--- src/rtl/ddrc_pkg.sv ---
package ddrc_pkg;

    // command code = {ras_n, cas_n, we_n} while cs_n is low
    localparam logic [2:0] CODE_MRS = 3'd0;
    localparam logic [2:0] CODE_REF = 3'd1;
    localparam logic [2:0] CODE_PRE = 3'd2;
    localparam logic [2:0] CODE_ACT = 3'd3;
    localparam logic [2:0] CODE_WR  = 3'd4;
    localparam logic [2:0] CODE_RD  = 3'd5;
    localparam logic [2:0] CODE_ZQC = 3'd6;
    localparam logic [2:0] CODE_NOP = 3'd7;
    localparam int         CODE_N   = 8;

    typedef enum logic [1:0] {
        PWR_RUN  = 2'd0,
        PWR_PPD  = 2'd1,
        PWR_APD  = 2'd2,
        PWR_SREF = 2'd3
    } pwr_e;

endpackage

--- src/rtl/ddrc_decode.sv ---
module ddrc_decode
    import ddrc_pkg::*;
(
    input  logic              ras_n,
    input  logic              cas_n,
    input  logic              we_n,
    output logic [2:0]        code,
    output logic [CODE_N-1:0] code_oh
);
    assign code = {ras_n, cas_n, we_n};

    for (genvar i = 0; i < CODE_N; i++) begin : g_oh
        assign code_oh[i] = (code == 3'(i));
    end
endmodule

--- src/rtl/ddrc_bank_tbl.sv ---
module ddrc_bank_tbl #(
    parameter int BA_W  = 3,
    parameter int NBANK = 1 << BA_W
) (
    input  logic [NBANK-1:0] open_q,
    input  logic [BA_W-1:0]  ba,
    input  logic             set_one,
    input  logic             clr_one,
    input  logic             clr_all,
    output logic [NBANK-1:0] open_d,
    output logic             all_idle,
    output logic             sel_open
);
    for (genvar b = 0; b < NBANK; b++) begin : g_bank
        logic hit;
        assign hit = (ba == BA_W'(b));
        always_comb begin
            open_d[b] = open_q[b];
            if (clr_all || (clr_one && hit)) open_d[b] = 1'b0;
            else if (set_one && hit)         open_d[b] = 1'b1;
        end
    end

    assign all_idle = ~|open_q;
    assign sel_open = open_q[ba];
endmodule

--- src/rtl/ddrc_pwr.sv ---
module ddrc_pwr
    import ddrc_pkg::*;
(
    input  pwr_e pwr_q,
    input  logic cke,
    input  logic all_idle,
    input  logic sref_req,
    output pwr_e pwr_d,
    output pwr_e pwr_vis,
    output logic run
);
    always_comb begin
        pwr_d = pwr_q;
        unique case (pwr_q)
            PWR_RUN: begin
                if (!cke) begin
                    if (!all_idle)     pwr_d = PWR_APD;
                    else if (sref_req) pwr_d = PWR_SREF;
                    else               pwr_d = PWR_PPD;
                end
            end
            default: if (cke) pwr_d = PWR_RUN;
        endcase
    end

    // self-refresh exit is reported combinationally on the clock-enable rise
    assign pwr_vis = (pwr_q == PWR_SREF && cke) ? PWR_RUN : pwr_q;
    assign run     = (pwr_q == PWR_RUN) && cke;
endmodule

--- src/rtl/ddrc_tracker.sv ---
module ddrc_tracker
    import ddrc_pkg::*;
#(
    parameter int ADDR_W = 16,
    parameter int BA_W   = 3,
    parameter int AP_BIT = 10,
    parameter int BC_BIT = 12
) (
    input  logic                    clk,
    input  logic                    rst_n,
    input  logic                    cke,
    input  logic                    cs_n,
    input  logic                    ras_n,
    input  logic                    cas_n,
    input  logic                    we_n,
    input  logic [BA_W-1:0]         ba,
    input  logic [ADDR_W-1:0]       addr,
    output logic [CODE_N-1:0]       cmd_oh,
    output logic [ADDR_W-1:0]       cmd_addr,
    output logic [BA_W-1:0]         cmd_bank,
    output logic                    auto_pre,
    output logic                    burst_chop,
    output logic                    pre_all,
    output logic [(1<<BA_W)-1:0]    bank_open,
    output logic [1:0]              pwr_state,
    output logic                    proto_err
);
    localparam int NBANK = 1 << BA_W;
    localparam logic [ADDR_W-1:0] COL_MASK =
        ~((ADDR_W'(1) << AP_BIT) | (ADDR_W'(1) << BC_BIT));

    typedef struct packed {
        logic [CODE_N-1:0] oh;
        logic [ADDR_W-1:0] addr;
        logic [BA_W-1:0]   bank;
        logic              ap;
        logic              bc;
        logic              all;
        logic [NBANK-1:0]  open;
        pwr_e              pwr;
        logic              err;
    } state_t;

    state_t st_d, st_q;

    logic [2:0]        code;
    logic [CODE_N-1:0] code_oh;
    logic [NBANK-1:0]  open_nx;
    logic              all_idle, sel_open, run;
    logic              accept, is_rw, bad, fwd;
    logic              set_one, clr_one, clr_all;
    pwr_e              pwr_nx, pwr_vis;

    ddrc_decode u_dec (
        .ras_n   (ras_n),
        .cas_n   (cas_n),
        .we_n    (we_n),
        .code    (code),
        .code_oh (code_oh)
    );

    ddrc_bank_tbl #(.BA_W(BA_W), .NBANK(NBANK)) u_banks (
        .open_q   (st_q.open),
        .ba       (ba),
        .set_one  (set_one),
        .clr_one  (clr_one),
        .clr_all  (clr_all),
        .open_d   (open_nx),
        .all_idle (all_idle),
        .sel_open (sel_open)
    );

    ddrc_pwr u_pwr (
        .pwr_q    (st_q.pwr),
        .cke      (cke),
        .all_idle (all_idle),
        .sref_req (!cs_n && code == CODE_REF),
        .pwr_d    (pwr_nx),
        .pwr_vis  (pwr_vis),
        .run      (run)
    );

    always_comb begin
        accept  = run && !cs_n;
        is_rw   = accept && (code == CODE_RD || code == CODE_WR);
        bad     = is_rw && !sel_open;
        fwd     = accept && !bad;
        set_one = fwd && code == CODE_ACT;
        clr_one = fwd && ((code == CODE_PRE && !addr[AP_BIT]) ||
                          (is_rw && addr[AP_BIT]));
        clr_all = fwd && code == CODE_PRE && addr[AP_BIT];

        st_d      = st_q;
        st_d.oh   = fwd ? code_oh : '0;
        st_d.addr = '0;
        st_d.bank = '0;
        st_d.ap   = 1'b0;
        st_d.bc   = 1'b0;
        st_d.all  = clr_all;
        st_d.open = open_nx;
        st_d.pwr  = pwr_nx;
        st_d.err  = st_q.err | bad;

        if (fwd) begin
            unique case (code)
                CODE_ACT, CODE_MRS: begin
                    st_d.addr = addr;
                    st_d.bank = ba;
                end
                CODE_RD, CODE_WR: begin
                    st_d.addr = addr & COL_MASK;
                    st_d.bank = ba;
                    st_d.ap   = addr[AP_BIT];
                    st_d.bc   = !addr[BC_BIT];
                end
                CODE_PRE: st_d.bank = ba;
                default:  ;
            endcase
        end
    end

    always_ff @(posedge clk or negedge rst_n) begin
        if (!rst_n) begin
            st_q      <= '0;
            st_q.pwr  <= PWR_RUN;
        end else begin
            st_q <= st_d;
        end
    end

    assign cmd_oh     = st_q.oh;
    assign cmd_addr   = st_q.addr;
    assign cmd_bank   = st_q.bank;
    assign auto_pre   = st_q.ap;
    assign burst_chop = st_q.bc;
    assign pre_all    = st_q.all;
    assign bank_open  = st_q.open;
    assign pwr_state  = pwr_vis;
    assign proto_err  = st_q.err;
endmodule

--- config.mk ---
export PLATFORM = sky130hd
export DESIGN_NAME = ddrc_tracker
export DESIGN_NICKNAME = d
export VERILOG_FILES = /design/src/rtl/ddrc_pkg.sv /design/src/rtl/ddrc_decode.sv /design/src/rtl/ddrc_bank_tbl.sv /design/src/rtl/ddrc_pwr.sv /design/src/rtl/ddrc_tracker.sv
export SDC_FILE = /design/constraint.sdc
export NUM_CORES = 1
export LEC_CHECK = 0
export BUFFER_PORTS_ARGS = -buffer_cell sky130_fd_sc_hd__buf_4
export CAP_MARGIN = 5
export CORE_ASPECT_RATIO = 1.4
export CORE_UTILIZATION = 54
export DETAILED_ROUTE_END_ITERATION = 10
export PLACE_DENSITY = 0.8
export SYNTH_ARGS = -nofsm -noshare
export SYNTH_HDL_FRONTEND = slang
export SYNTH_SLANG_ARGS = --single-unit
--- constraint.sdc ---
create_clock -name clk -period 2.85 [get_ports clk]
set_input_delay 0.1425 -clock clk [delete_from_list [all_inputs] [get_ports clk]]
set_output_delay 0.1425 -clock clk [all_outputs]
set_load 0.1 [all_outputs]
==> flow_metrics.py <==
metrics = {
    "die": {
        "start_util_pct": 57.0,
        "rows": 26,
        "core-area_um2": 3680,
        "pin_count": 67,
        "die_y_um": 75.7,
        "dieArea_um2": 4140,
        "die_x_um": 54.7,
    },
    "timing": {
        "rsz0062_at_grt": "no",
        "setup_slack_ns": 0.702,
        "hold_viol": 0,
        "period_share_pct": 75.4,
        "fmax_ghz": 0.466,
        "fin_tns_setup_ns": 0,
        "holdWs_ns": 0.00496,
        "maxSlewHeadroom_pct": 46.0,
        "setup_viol": 0,
        "finalCriticalPeriod_ns": 2.15,
        "clock_skew_ns": 0.00283,
        "worstMarginPinSlew_ns": 0.811,
        "slew_violations": 0,
    },
    "critical_path": {
        "start_kind": "flop",
        "critPathTopFamily": "simple AND/OR/NAND/NOR gates",
        "critPathRequiredTime_ns": 3.01,
        "cp_cell_sequence": "nor2_1 -> ha_1 -> nor4bb_1 -> mux2i_1 -> nor4_1 -> a21oi_1",
        "critPathMaxStageDelay_ns": 0.43,
        "critPathKind": "flop to flop",
        "endpoint_kind": "flop",
        "arrival_ns": 2.31,
        "path_buf_inv": 0,
        "path_max_fanout": 8,
        "crit_path_top_delay_cell": "nor4bb_1",
    },
    "yosys": {
        "synthCells": 214,
        "ys_warn_count": 0,
        "synth_cell_types": 35,
        "ys_ff_latch": 41,
        "syn-num-nets": 241,
        "synth_area_um2": 2100,
        "seq_area_frac_synth_pct": 49.0,
        "synth_area_per_cell_um2": 9.79,
    },
    "drt": {
        "top_layer": "met4",
        "via_per_inst": 5.66,
        "wl_met2_mm": 2.19,
        "wl_mm": 4.26,
        "wire_per_inst_um": 14.9,
        "route.met3.wl_um": 308,
        "drt-met1-wl_mm": 1.65,
        "drt-initial-drc-count": 44,
        "first_pass_iters": 4,
        "ant_nets": 0,
        "vias": 1619,
        "drc": 0,
    },
    "place": {
        "routabilityCongestion": 0.821,
        "io_buffers": 66,
        "dp_hpwl_mm": 2.96,
        "place_ws_ns": 0.748,
    },
    "power": {
        "p_per_area_nw_per_um2": 789,
        "total_leakage_power_nw": 1.26,
        "vdd_drop_max_mv": 0.713,
    },
    "run": {
        "cap_viol_max_count": 0,
    },
    "outcome": {
        "status": "completed",
    },
    "clock_tree": {
        "cts_root_buffer": "clkbuf_8",
        "clock_path_buffers": 2,
        "post_cts_resized": 0,
        "cts_inserted_buffers": 5,
        "cts.sinks": 41,
        "insertion_delay_ns": 0.29,
        "cts_tree": "yes",
        "clk_pin_slew_worst_paths_ns": 0.07,
        "cts_max_level": 2,
    },
    "layout": {
        "syn2layout_area_growth_pct": 17.1,
        "diodes": 0,
        "fin_nets": 270,
        "fillers": 300,
        "drive_gt1_share_pct": 34.0,
    },
    "global_routing": {
        "grt_pass1_vias": 1441,
        "track_usage_pct": 22.9,
        "antenna_found_initial": 0,
        "grt_max_degree": 42,
        "grt_pass1_wl_mm": 6.76,
        "grt_overflow": 0,
    },
    "min_path": {
        "hold_path.class": "primary input to flop",
    },
}
==> report_power, final <==
group | switching (W) | internal (W) | total, W
clock | 0.000187 | 0.000285 | 0.000472
combinational | 0.000602 | 0.000184 | 0.000786
sequential | 0.0000400 | 0.000638 | 0.000678
==> registers in the layout, indices dropped and copies added (netlist names) <==
name,cells
bank_open,8
cmd_bank,3
burst_chop,1
cmd_addr,16
st_q,2
cmd_oh,8
proto_err,1
pre_all,1
auto_pre,1
==> through the flow <==
step           instance area, um2  utilization (%)  cells  total power [W]
2_1_floorplan                2100                -    214          0.00134
3_3_place_gp                 2330             63.3    277          0.00146
3_5_place_dp                 2330             63.3    277          0.00147
4_1_cts                      2450             66.7    286          0.00194
5_1_grt                      2450             66.7    286          0.00203
6_report                     2450             66.7    286          0.00194
==> final timing paths <==
check	startpoint	to	slack [ns]	cells after the start
worst max-delay path	st_q[2]$_DFFE_PN0P_	bank_open[7]$_DFFE_PN0P_	0.70	6
worst min-delay path	addr[12]	burst_chop$_DFF_PN0_	0.005	2
worst max register to register	st_q[2]$_DFFE_PN0P_	bank_open[7]$_DFFE_PN0P_	0.70	6
worst min register to register	proto_err$_DFF_PN0_	proto_err$_DFF_PN0_	0.49	1
max in group asynchronous	rst_n	cmd_addr[10]$_DFF_PN0_	2.15	2
min in group asynchronous	rst_n	bank_open[5]$_DFFE_PN0P_	0.36	2
==> cell usage after synthesis <==
cell / instances / area, um2
clkbuf_1: 5 / 18.8
or2b_1: 2 / 15.0
nand2_1: 5 / 18.8
dfrtp_1: 41 / 1030
o22ai_1: 2 / 12.5
a21o_1: 1 / 7.51
xor2_1: 1 / 8.76
or3b_2: 1 / 8.76
a2bb2oi_2: 1 / 15.0
inv_1: 4 / 15.0
and2_1: 4 / 25.0
nor2b_1: 2 / 12.5
nor2_1: 23 / 86.3
a21oi_1: 10 / 50.1
nand3_1: 17 / 85.1
or2_2: 1 / 6.26
mux2_2: 2 / 22.5
nor4_1: 19 / 119
o22a_4: 1 / 17.5
mux2i_1: 2 / 20.0
buf_4: 36 / 270
nor3_1: 2 / 10.0
ha_1: 1 / 12.5
o21ai_0: 8 / 40.0
buf_6: 2 / 22.5
xnor2_1: 1 / 8.76
nor3b_1: 1 / 7.51
mux2_4: 1 / 15.0
nand3b_1: 2 / 15.0
nor4b_1: 1 / 8.76
a21oi_2: 1 / 8.76
nor4bb_1: 1 / 10.0
nand2b_1: 4 / 25.0
buf_2: 4 / 20.0
and3_1: 5 / 31.3
==> routing by layer <==
metal  global-route usage (%)  vias up
met1                     30.7      768
met4                     8.83        0
met3                     7.19       14
met5                        0        -
li1                         -      760
met2                     34.4       77
==> cells in the final DEF (no fill, tap or decap), types with 5 or more instances in the layout <==
cell type  count
nor2_1        23
nand3_1       17
dfrtp_1       41
a21oi_1       10
nor4_1        19
and3_1         5
clkbuf_8       6
nand2_1        5
o21ai_0        8
buf_4         68
==> cells by family (layout without fill, tap and decap cells) <==
| group | Yosys count | in the layout | synth area share, % |
|---|---|---|---|
| simple gates | 90 | 90 | 23.1 |
| buf+inv | 51 | 81 | 16.5 |
| flops | 41 | 41 | 49.0 |
| compound gates | 24 | 24 | 7.22 |
| mux | 5 | 5 | 2.75 |
| xor+xnor | 2 | 2 | 0.836 |
| fa+ha+maj | 1 | 1 | 0.597 |
==> worst reg2reg max path, delay by kind of cell (launching register included) <==
kind / cells / cell delay (ns)
adders and majority gates: 1 / 0.21
muxes: 1 / 0.35
AOI/OAI and AO/OA: 1 / 0.11
and+or+nand+nor: 3 / 0.95
DFF: 1 / 0.40
==> area by class of cell <==
type                       instances  area, um2  area share (%)
clock buffer                       7       86.3            3.52
clock inverter                     1       30.0            1.22
inverter                           4       15.0           0.612
multi-input combinational        122        723            29.5
sequential                        41       1030            41.8
tap                               42       52.6            2.14
timing repair buffer              69        520            21.2
==> what timing repair did <==
| action | CTS | global route |
|---|---|---|
| hold endpoints to repair | 41 | 0 |
| setup buffers | 0 | 0 |
| hold buffers | 1 | 0 |
Note: power is estimated with default switching activity, not from simulation.
